--- src/rtl/eeprom_pkg.sv ---
package eeprom_pkg;

    localparam int          ADDR_W   = 9;
    localparam int          PAGE_W   = 3;
    localparam int          MEM_SIZE = 1 << ADDR_W;
    localparam logic [3:0]  DEV_CODE = 4'b1010;

    typedef logic [ADDR_W-1:0] mem_addr_t;

    typedef enum logic [3:0] {
        ST_IDLE,
        ST_DEV,
        ST_MADR,
        ST_WDAT,
        ST_ACKPEND,
        ST_ACK,
        ST_TX,
        ST_RACK,
        ST_RNEXT
    } tgt_state_t;

    typedef struct packed {
        logic       we;
        mem_addr_t  addr;
        logic [7:0] data;
    } wr_req_t;

    // Select byte match: code, two straps always, third only in small mode
    function automatic logic dev_match(input logic [7:0] w,
                                       input logic [2:0] strap,
                                       input logic       wide);
        return (w[7:4] == DEV_CODE) && (w[3] == strap[2]) &&
               (w[2] == strap[1]) && (wide || (w[1] == strap[0]));
    endfunction

    // Pointer step after a read: whole array wraps
    function automatic mem_addr_t seq_next(input mem_addr_t a, input logic wide);
        mem_addr_t n;
        n = a + mem_addr_t'(1);
        if (!wide) n[ADDR_W-1] = 1'b0;
        return n;
    endfunction

    // Pointer step after a write: stays inside the page
    function automatic mem_addr_t page_next(input mem_addr_t a);
        logic [PAGE_W-1:0] lo;
        lo = a[PAGE_W-1:0] + PAGE_W'(1);
        return {a[ADDR_W-1:PAGE_W], lo};
    endfunction

endpackage

--- src/rtl/i2c_line_sync.sv ---
module i2c_line_sync #(
    parameter int STAGES = 2
) (
    input  logic clk,
    input  logic rst,
    input  logic d,
    output logic q
);
    logic [STAGES-1:0] chain;

    always_ff @(posedge clk) begin
        if (rst) chain <= '1;
        else     chain <= {chain[STAGES-2:0], d};
    end

    assign q = chain[STAGES-1];
endmodule

--- src/rtl/i2c_bus_events.sv ---
module i2c_bus_events #(
    parameter int SYNC_STAGES = 2
) (
    input  logic clk,
    input  logic rst,
    input  logic scl_i,
    input  logic sda_i,
    output logic scl_s,
    output logic sda_s,
    output logic scl_rise,
    output logic scl_fall,
    output logic start_det,
    output logic stop_det
);
    localparam int LINES = 2;

    logic [LINES-1:0] raw;
    logic [LINES-1:0] synced;
    logic [LINES-1:0] prev;

    assign raw = {scl_i, sda_i};

    for (genvar g = 0; g < LINES; g++) begin : g_sync
        i2c_line_sync #(.STAGES(SYNC_STAGES)) u_sync (
            .clk (clk),
            .rst (rst),
            .d   (raw[g]),
            .q   (synced[g])
        );
    end

    always_ff @(posedge clk) begin
        if (rst) prev <= '1;
        else     prev <= synced;
    end

    assign scl_s     = synced[1];
    assign sda_s     = synced[0];
    assign scl_rise  = synced[1] & ~prev[1];
    assign scl_fall  = ~synced[1] & prev[1];
    assign start_det = synced[1] & prev[1] & prev[0] & ~synced[0];
    assign stop_det  = synced[1] & prev[1] & ~prev[0] & synced[0];
endmodule

--- src/rtl/eeprom_array.sv ---
module eeprom_array
    import eeprom_pkg::*;
(
    input  logic       clk,
    input  wr_req_t    wr,
    input  mem_addr_t  rd_addr,
    output logic [7:0] rd_data
);
    logic [7:0] cells [MEM_SIZE];

    always_ff @(posedge clk) begin
        if (wr.we) cells[wr.addr] <= wr.data;
    end

    assign rd_data = cells[rd_addr];
endmodule

--- src/rtl/eeprom_ctrl.sv ---
module eeprom_ctrl
    import eeprom_pkg::*;
#(
    parameter logic WIDE_MODE = 1'b1
) (
    input  logic       clk,
    input  logic       rst,
    input  logic       sda_s,
    input  logic       scl_rise,
    input  logic       scl_fall,
    input  logic       start_det,
    input  logic       stop_det,
    input  logic [2:0] strap_i,
    input  logic       wp_i,
    input  logic [7:0] rd_data,
    output mem_addr_t  rd_addr,
    output wr_req_t    wr,
    output logic       pull,
    output tgt_state_t st
);
    tgt_state_t st_q, ack_next;
    logic [2:0] cnt;
    logic [7:0] rx_sr, tx_sr;
    mem_addr_t  ptr;
    logic [7:0] byte_in;
    logic       last_bit;

    assign byte_in  = {rx_sr[6:0], sda_s};
    assign last_bit = scl_rise && (cnt == 3'd7);
    assign rd_addr  = ptr;
    assign st       = st_q;

    always_comb begin
        wr.we   = (st_q == ST_WDAT) && last_bit && !wp_i && !start_det && !stop_det;
        wr.addr = ptr;
        wr.data = byte_in;
    end

    always_ff @(posedge clk) begin
        if (rst) begin
            st_q     <= ST_IDLE;
            ack_next <= ST_IDLE;
            cnt      <= '0;
            rx_sr    <= '0;
            tx_sr    <= '0;
            pull     <= 1'b0;
            ptr      <= '0;
        end else if (start_det) begin
            st_q <= ST_DEV;
            cnt  <= '0;
            pull <= 1'b0;
        end else if (stop_det) begin
            st_q <= ST_IDLE;
            cnt  <= '0;
            pull <= 1'b0;
        end else begin
            unique case (st_q)
                ST_DEV, ST_MADR, ST_WDAT: begin
                    if (scl_rise) begin
                        rx_sr <= byte_in;
                        cnt   <= cnt + 3'd1;
                    end
                    if (last_bit) begin
                        st_q <= ST_ACKPEND;
                        if (st_q == ST_DEV) begin
                            if (!dev_match(byte_in, strap_i, WIDE_MODE)) begin
                                st_q <= ST_IDLE;
                            end else if (byte_in[0]) begin
                                ack_next <= ST_TX;
                            end else begin
                                ack_next <= ST_MADR;
                                if (WIDE_MODE) ptr[ADDR_W-1] <= byte_in[1];
                            end
                        end else if (st_q == ST_MADR) begin
                            ptr[7:0] <= byte_in;
                            ack_next <= ST_WDAT;
                        end else begin
                            ptr      <= page_next(ptr);
                            ack_next <= ST_WDAT;
                        end
                    end
                end
                ST_ACKPEND: begin
                    if (scl_fall) begin
                        pull <= 1'b1;
                        st_q <= ST_ACK;
                    end
                end
                ST_ACK, ST_RNEXT: begin
                    if (scl_fall) begin
                        cnt <= '0;
                        if (st_q == ST_RNEXT || ack_next == ST_TX) begin
                            tx_sr <= rd_data;
                            pull  <= ~rd_data[7];
                            st_q  <= ST_TX;
                        end else begin
                            pull <= 1'b0;
                            st_q <= ack_next;
                        end
                    end
                end
                ST_TX: begin
                    if (scl_fall) begin
                        if (cnt == 3'd7) begin
                            pull <= 1'b0;
                            cnt  <= '0;
                            st_q <= ST_RACK;
                        end else begin
                            tx_sr <= {tx_sr[6:0], 1'b0};
                            pull  <= ~tx_sr[6];
                            cnt   <= cnt + 3'd1;
                        end
                    end
                end
                ST_RACK: begin
                    if (scl_rise) begin
                        ptr  <= seq_next(ptr, WIDE_MODE);
                        st_q <= sda_s ? ST_IDLE : ST_RNEXT;
                    end
                end
                default: begin
                    pull <= 1'b0;
                end
            endcase
        end
    end
endmodule

--- src/rtl/eeprom_i2c_target.sv ---
module eeprom_i2c_target
    import eeprom_pkg::*;
#(
    parameter logic WIDE_MODE   = 1'b1,
    parameter int   SYNC_STAGES = 2
) (
    input  logic       clk,
    input  logic       rst,
    input  logic       scl_i,
    input  logic       sda_i,
    input  logic [2:0] strap_i,
    input  logic       wp_i,
    output logic       sda_pull_o
);
    logic       scl_s, sda_s, scl_rise, scl_fall, start_det, stop_det;
    logic [7:0] rd_data;
    mem_addr_t  rd_addr;
    wr_req_t    wr;
    tgt_state_t st;

    i2c_bus_events #(.SYNC_STAGES(SYNC_STAGES)) u_events (
        .clk       (clk),
        .rst       (rst),
        .scl_i     (scl_i),
        .sda_i     (sda_i),
        .scl_s     (scl_s),
        .sda_s     (sda_s),
        .scl_rise  (scl_rise),
        .scl_fall  (scl_fall),
        .start_det (start_det),
        .stop_det  (stop_det)
    );

    eeprom_ctrl #(.WIDE_MODE(WIDE_MODE)) u_ctrl (
        .clk       (clk),
        .rst       (rst),
        .sda_s     (sda_s),
        .scl_rise  (scl_rise),
        .scl_fall  (scl_fall),
        .start_det (start_det),
        .stop_det  (stop_det),
        .strap_i   (strap_i),
        .wp_i      (wp_i),
        .rd_data   (rd_data),
        .rd_addr   (rd_addr),
        .wr        (wr),
        .pull      (sda_pull_o),
        .st        (st)
    );

    eeprom_array u_array (
        .clk     (clk),
        .wr      (wr),
        .rd_addr (rd_addr),
        .rd_data (rd_data)
    );
endmodule

--- config.mk ---
export PLATFORM = sky130hd
export DESIGN_NAME = eeprom_i2c_target
export DESIGN_NICKNAME = d
export VERILOG_FILES = /design/src/rtl/eeprom_pkg.sv /design/src/rtl/i2c_line_sync.sv /design/src/rtl/i2c_bus_events.sv /design/src/rtl/eeprom_array.sv /design/src/rtl/eeprom_ctrl.sv /design/src/rtl/eeprom_i2c_target.sv
export SDC_FILE = /design/constraint.sdc
export NUM_CORES = 2
export LEC_CHECK = 0
export ABC_CLOCK_PERIOD_IN_PS = 12600
export BUFFER_PORTS_ARGS = -buffer_cell sky130_fd_sc_hd__buf_4
export CORE_ASPECT_RATIO = 1.25
export CORE_UTILIZATION = 25
export DETAILED_ROUTE_END_ITERATION = 16
export GPL_ROUTABILITY_DRIVEN = 1
export PLACE_DENSITY = 0.45
export SYNTH_ARGS = -nofsm -noshare
export SYNTH_HDL_FRONTEND = slang
export SYNTH_SLANG_ARGS = --single-unit
--- constraint.sdc ---
create_clock -name clk -period 12.6 [get_ports clk]
set_clock_uncertainty 0.2 [all_clocks]
set_input_delay 0 -clock clk [delete_from_list [all_inputs] [get_ports clk]]
set_output_delay 0 -clock clk [all_outputs]
set_load 0.05 [all_outputs]
==> After elaboration in Yosys (flattened, before gate mapping) <==
Memory sizes are Yosys's and may differ from the RTL's.
Index checks and enable logic that the tools add are counted.
{ "classes": {"eq_ne": 34, "add_sub_neg": 3, "mux": 42, "n_reduce_logical": 30, "bitwise_logic": 16} }
{ "ops": {"columns": ["cell", "count"], "rows": [
  ["4-bit 2-to-1 mux", 11],
  ["7-bit 2-to-1 mux", 4],
  ["7-bit AND reduction", 4],
  ["4-bit by 3-bit equality test with 1-bit output (second input constant)", 5],
  ["4-bit case mux with 5 select lines", 1],
  ["3-bit 2-to-1 mux", 6],
  ["9-bit 2-to-1 mux", 2],
  ["9-bit case mux with 2 select lines", 1],
  ["8-bit 2-to-1 mux", 2],
  ["2-bit by 1-bit inequality test with 1-bit output (second input constant)", 8],
  ["2-bit inequality test (second input constant)", 7],
  ["7-bit case mux with 2 select lines", 1],
  ["1-bit 2-to-1 mux", 12],
  ["4-bit by 1-bit inequality test with 1-bit output (second input constant)", 3],
  ["4-bit by 2-bit inequality test with 1-bit output (second input constant)", 3],
  ["4-bit AND reduction", 3],
  ["9-bit by 1-bit adder with 9-bit output (second input constant)", 1],
  ["1-bit inverter", 9],
  ["3-bit case mux with 3 select lines", 1],
  ["4-bit by 2-bit equality test with 1-bit output (second input constant)", 2],
  ["4-bit equality test (second input constant)", 2],
  ["8-bit AND reduction", 1],
  ["1-bit bitwise AND", 7],
  ["1-bit logical AND", 7],
  ["16 further kinds", 22]
]} }
{ "word_totals": {"output_inout_bits": 1, "regBits": 41, "n_memories": 1, "ram_bits": 4096} }
{ "mem_list": {"columns": ["memory", "words", "word_bits", "read_ports", "rd_ports_with_merged_regs", "write_ports", "line", "rtl"], "rows": [
  ["u_array.cells", 512, 8, 1, 0, 1, "eeprom_array.sv:9", "logic [7:0] cells [MEM_SIZE];"]
]} }

==> Depth between registers and ports, before layout <==
{ "depth": {"depth_word": 9, "ltp_mapped": 15, "depth_no_buf": 9} }

==> By module <==
A second synthesis with hierarchy kept.
{ "unflattened": {"cells_unflattened": 8298, "hier_area_um2": 162180.5} }
{ "modules_own_cells": {"columns": ["module", "instances", "cells_per_inst", "area_each_um2", "seq_area_each_um2"], "rows": [
  ["eeprom_array", 1, 8022, 159767.0, 122998.0],
  ["eeprom_ctrl", 1, 260, 2223.4, 680.7],
  ["i2c_line_sync", 2, 4, 52.6, 40.0],
  ["i2c_bus_events", 1, 8, 85.1, 40.0]
]} }

==> Worst setup path after synthesis <==
Ideal clock, no wire load.
{ "synth_timing": {"kind": "register -> register", "startpoint": "reg u_events.g_sync[0].u_sync.chain[1]", "endpoint": "reg u_ctrl.tx_sr[6]", "setup_time_ns": 0.058, "path_stages_with_launch": 10, "slack_ns": 4.006, "path_buffers": 1, "synth_period_minus_slack_ns": 8.594, "arrival_time_ns": 8.336, "path_cell_list": "dfxtp_1 -> clkbuf_1 -> xor2_1 -> a21oi_1 -> a21o_1 -> o21ai_1 -> nor2_1 -> o211ai_1 -> o41ai_1 -> a211o_1"} }
{ "synth_between": {"elab_chain_len": 4} }
{ "synth_rtl": {"columns": ["element", "line", "rtl"], "rows": [
  ["start: declaration", "i2c_line_sync.sv:9", "logic [STAGES-1:0] chain;"],
  ["start signal: assignment", "i2c_line_sync.sv:13", "else chain <= {chain[STAGES-2:0], d};"],
  ["1-bit inverter", "i2c_bus_events.sv:41", "assign start_det = synced[1] & prev[1] & prev[0] & ~synced[0];"],
  ["1-bit bitwise AND", "i2c_bus_events.sv:41", null],
  ["1-bit inverter (no source line)", null, null],
  ["7-bit AND reduction (no source line) (*)", null, null],
  ["end signal: assignment", "eeprom_ctrl.sv:93", "tx_sr <= rd_data;"],
  ["end signal: assignment", "eeprom_ctrl.sv:109", "tx_sr <= {tx_sr[6:0], 1'b0};"],
  ["end: declaration", "eeprom_ctrl.sv:23", "logic [7:0] rx_sr, tx_sr;"]
]} }
Every way passes the cells marked *; elsewhere a longest branch is shown, timed or not.
A chain may end at the register's enable or synchronous reset.

==> Worst setup path after layout <==
{ "layout_timing": {"startpoint": "reg u_ctrl.ptr[0], in the netlist u_ctrl.rd_addr[0]", "endpoint": "reg u_ctrl.tx_sr[6]"} }
{ "layout_between": {"elab_chain_len": 4} }
{ "layout_rtl": {"columns": ["element", "line", "rtl"], "rows": [
  ["start: declaration", "eeprom_ctrl.sv:24", "mem_addr_t ptr;"],
  ["start signal: indexed assignment", "eeprom_ctrl.sv:72", "if (WIDE_MODE) ptr[ADDR_W-1] <= byte_in[1];"],
  ["start signal: assignment", "eeprom_ctrl.sv:75", "ptr[7:0] <= byte_in;"],
  ["start signal: assignment", "eeprom_ctrl.sv:78", "ptr <= page_next(ptr);"],
  ["memory 512 x 8 bit", null, null],
  ["7-bit 2-to-1 mux", "eeprom_ctrl.sv:92", "if (st_q == ST_RNEXT || ack_next == ST_TX) begin"],
  ["7-bit 2-to-1 mux", "eeprom_ctrl.sv:90", "if (scl_fall) begin"],
  ["7-bit case mux with 2 select lines", "eeprom_ctrl.sv:57", "unique case (st_q)"]
]} }
No other way between the ends. The select of a mux whose other input is x is not followed.

==> load_flow_metrics.sql <==
INSERT INTO impl_metrics (metric_group, metric, value, unit) VALUES
('global_route', 'gr-usage-met1', '19.5', '%'),
('setup_path', 'worst_path_largest_cell_delay', '0.93', 'ns'),
('setup_path', 'crit_chain', 'buf_4, buf_4, buf_4, mux4_2, a22oi_1, a21oi_1, o31ai_2, nand4_1, a211o_1', ''),
('floorplan', 'io_pins', '9', ''),
('synthesis', 'seq_area_frac_synth', '76.9', '%'),
('status', 'outcome', 'finished, final reports clean', ''),
('detailed_routing', 'routed_wire_length_per_instance', '31.4', 'um'),
('final_layout', 'layout.area.seq', '124000', 'um2'),
('final_layout', 'drive_above_1_share', '22.4', '%'),
('floorplan', 'fp.coreArea', '642000', 'um2'),
('placement', 'hpwl', '315', 'mm'),
('timing', 'fin_ws', '6.55', 'ns'),
('floorplan', 'chipWidth', '720', 'um'),
('global_route', 'grt_usage', '15.7', '%'),
('clock_network', 'num_clock_sinks', '4136', ''),
('timing', 'layout_min_cycle_time', '6.05', 'ns'),
('detailed_routing', 'first_pass_iters', '6', ''),
('synthesis', 'syn_nets', '7779', ''),
('clock_network', 'tritoncts', 'built', ''),
('placement', 'port_buffers', '7', ''),
('placement', 'place_ws', '6.47', 'ns'),
('global_route', 'wire_length_of_the_first_global_routing_pass', '712', 'mm'),
('synthesis', 'syn-instance-count', '7765', ''),
('power', 'power_density', '148', 'nW/um2'),
('setup_path', 'start_kind', 'register', ''),
('synthesis', 'yosysUniqueCellTypes', '79', ''),
('timing', 'min_period_over_period', '48.0', '%'),
('power', 'static-leakage-power', '54.2', 'nW'),
('synthesis', 'synth_enable_flop_cells', '4096', ''),
('global_route', 'gr-usage-met2', '27.8', '%'),
('final_layout', 'design_area', '185000', 'um2'),
('setup_path', 'timing_worst_setup_path_type', 'reg -> reg', ''),
('global_route', 'largest_net_degree_at_the_start_of_global_routing', '205', ''),
('clock_network', 'cts_buffers', '398', ''),
('global_route', 'grt_pass1_vias', '82695', ''),
('floorplan', 'placement_rows', '329', ''),
('detailed_routing', 'first_iter_violations', '8384', ''),
('clock_network', 'root_buffer', 'sky130_fd_sc_hd__clkbuf_16', ''),
('final_layout', 'finalNetCount', '7918', ''),
('final_layout', 'most_common_library_cell_in_the_layout_ignoring_fill_and_taps', 'sky130_fd_sc_hd__edfxtp_1', ''),
('clock_network', 'clk_pin_slew', '0.07', 'ns'),
('setup_path', 'worst_ep_arrival_time', '6.76', 'ns'),
('detailed_routing', 'vias_after_detailed_routing', '80306', ''),
('placement', 'gp_routability_congestion', '0.811', ''),
('timing', 'fin_tns_setup', '0', 'ns'),
('floorplan', 'die_area', '647000', 'um2'),
('setup_path', 'timing.critical_path.required', '13.31', 'ns'),
('clock_network', 'htree_levels', '5', ''),
('detailed_routing', 'postRouteAntennaNets', '0', ''),
('setup_path', 'crit_path_top_delay_cell', 'sky130_fd_sc_hd__o31ai_2', ''),
('timing', 'setup_viol_count_final', '0', ''),
('hold_path', 'hold_path_class', 'in -> reg', ''),
('setup_path', 'critPathMaxFanout', '41', ''),
('global_route', 'global_route.overflow_total', '0', ''),
('synthesis', 'postSynth.asyncResetShare', '0', '%'),
('synthesis', 'synth_area_per_cell', '20.7', 'um2'),
('synthesis', 'synth-seq-cells', '4136', ''),
('timing', 'relSlewSlack', '10.8', '%'),
('synthesis', 'postSynth.topFlopCell', 'sky130_fd_sc_hd__edfxtp_1', ''),
('clock_network', 'cts_max_path_buffers', '4', ''),
('timing', 'grt_setup_unrepaired', 'false', ''),
('timing', 'timing_worst_slew_pin_value', '1.33', 'ns'),
('timing', 'whs', '0.127', 'ns'),
('final_layout', 'multi_input_area', '35000', 'um2'),
('final_layout', 'fillerInstances', '62522', ''),
('floorplan', 'initial_utilization', '25.1', '%'),
('synthesis', 'synthesis.area', '161000', 'um2'),
('timing', 'fmax', '0.165', 'GHz'),
('global_route', 'grt_most_used_layer', 'met2', ''),
('detailed_routing', 'wl', '524', 'mm'),
('detailed_routing', 'drt-vias-per-instance', '4.81', '');
==> area by class of cell <==
type                            instances  area share [%]
Antenna cell                           12          0.0162
Clock buffer                          463            5.59
Clock inverter                        279            1.66
Inverter                                8          0.0217
Multi-Input combinational cell       3132            18.9
Sequential cell                      4136            67.0
Tap cell                             8440            5.71
Timing Repair Buffer                  228            1.06
==> synth_stat cells, types with 17 or more instances <==
master                     number  area share (%)
sky130_fd_sc_hd__edfxtp_1    4096              76
sky130_fd_sc_hd__mux4_2       934              13
sky130_fd_sc_hd__nor2_1       622             1.5
sky130_fd_sc_hd__mux2i_1      337             2.1
sky130_fd_sc_hd__a22oi_1      212            0.99
sky130_fd_sc_hd__nand2_1      212            0.49
sky130_fd_sc_hd__buf_2        169            0.53
sky130_fd_sc_hd__clkbuf_1     159            0.37
sky130_fd_sc_hd__a21oi_1      115            0.36
sky130_fd_sc_hd__nand3_1       83            0.26
sky130_fd_sc_hd__o21ai_0       77            0.24
sky130_fd_sc_hd__buf_1         65            0.15
sky130_fd_sc_hd__buf_4         58            0.27
sky130_fd_sc_hd__a221oi_1      52            0.28
sky130_fd_sc_hd__nand4_1       52            0.20
sky130_fd_sc_hd__dfxtp_1       40            0.50
sky130_fd_sc_hd__o22ai_1       37            0.14
sky130_fd_sc_hd__buf_6         36            0.25
sky130_fd_sc_hd__a22o_1        32            0.17
sky130_fd_sc_hd__nor3_1        31           0.096
sky130_fd_sc_hd__nor2b_1       28            0.11
sky130_fd_sc_hd__a211oi_1      27            0.13
sky130_fd_sc_hd__a31oi_1       22           0.086
sky130_fd_sc_hd__nand2b_1      21           0.082
sky130_fd_sc_hd__nor4_1        21           0.082
sky130_fd_sc_hd__and3_1        17           0.066
==> through the flow <==
stage	util, %	total power, mW	std cells
floorplan	-	15.2	7765
global placement	26.7	15.2	15929
detailed placement	26.7	15.2	15929
CTS	28.8	27.6	16684
global route	28.8	28.1	16688
finish	28.8	27.4	16698
==> layer usage <==
layer  share of wire, %  up-vias
met5             0.0099        -
met4                4.0        8
met3                5.6      700
met2                 51     2822
met1                 39    44157
li1                   -    32619
==> cells by family (layout without fill, tap and decap cells) <==
logic type / after synthesis / count (layout) / share of synthesized area, %
simple gates: 1157 / 1157 / 3.17
mux: 1283 / 1283 / 15.3
other cells: 0 / 12 / 0
buf+inv: 497 / 978 / 1.61
compound gates: 681 / 681 / 2.96
xor+xnor: 4 / 4 / 0.0218
fa+ha+maj: 7 / 7 / 0.0529
flops: 4136 / 4136 / 76.9
==> registers in the layout, summed over array words and instances, names as in the netlist <==
name,cells
u_ctrl.ack_next,3
u_ctrl.cnt,3
u_events.g_sync.u_sync.chain,4
u_array.cells,4096
u_ctrl.rd_addr,9
u_ctrl.rx_sr,7
u_ctrl.pull,1
u_ctrl.st,4
u_ctrl.tx_sr,7
u_events.prev,2
==> worst paths after layout <==
| path | to | cells after the start | start | slack [ns] |
|---|---|---|---|---|
| max | u_ctrl.tx_sr[6] | 9 | u_ctrl.rd_addr[0] | 6.55 |
| min | u_ctrl.st[2] | 7 | strap_i[2] | 0.13 |
| max reg2reg | u_ctrl.tx_sr[6] | 9 | u_ctrl.rd_addr[0] | 6.55 |
| min reg2reg | u_events.g_sync[0].u_sync.chain[1] | 1 | u_events.g_sync[0].u_sync.chain[0] | 0.22 |
==> report_power, final <==
group / total [mW] / switching (mW) / internal [mW] / leakage (nW)
clock: 12.5 / 5.42 / 7.03 / 6.51
sequential: 14.9 / 0.00491 / 14.9 / 38.0
combinational: 0.0401 / 0.0318 / 0.00829 / 9.71
==> worst max-delay path, delay by kind of cell (launching register included) <==
| family | cells | cell delay, ns |
|---|---|---|
| compound gates | 4 | 1.83 |
| mux | 1 | 0.60 |
| buf+inv | 3 | 2.26 |
| flops | 1 | 0.70 |
| simple gates | 1 | 0.21 |
==> what timing repair did <==
action,in CTS,in global routing
buffers inserted,0,0
endpoints found under the hold margin,40,0
hold buffers,13,0
Note: power is estimated with default switching activity, not from simulation.
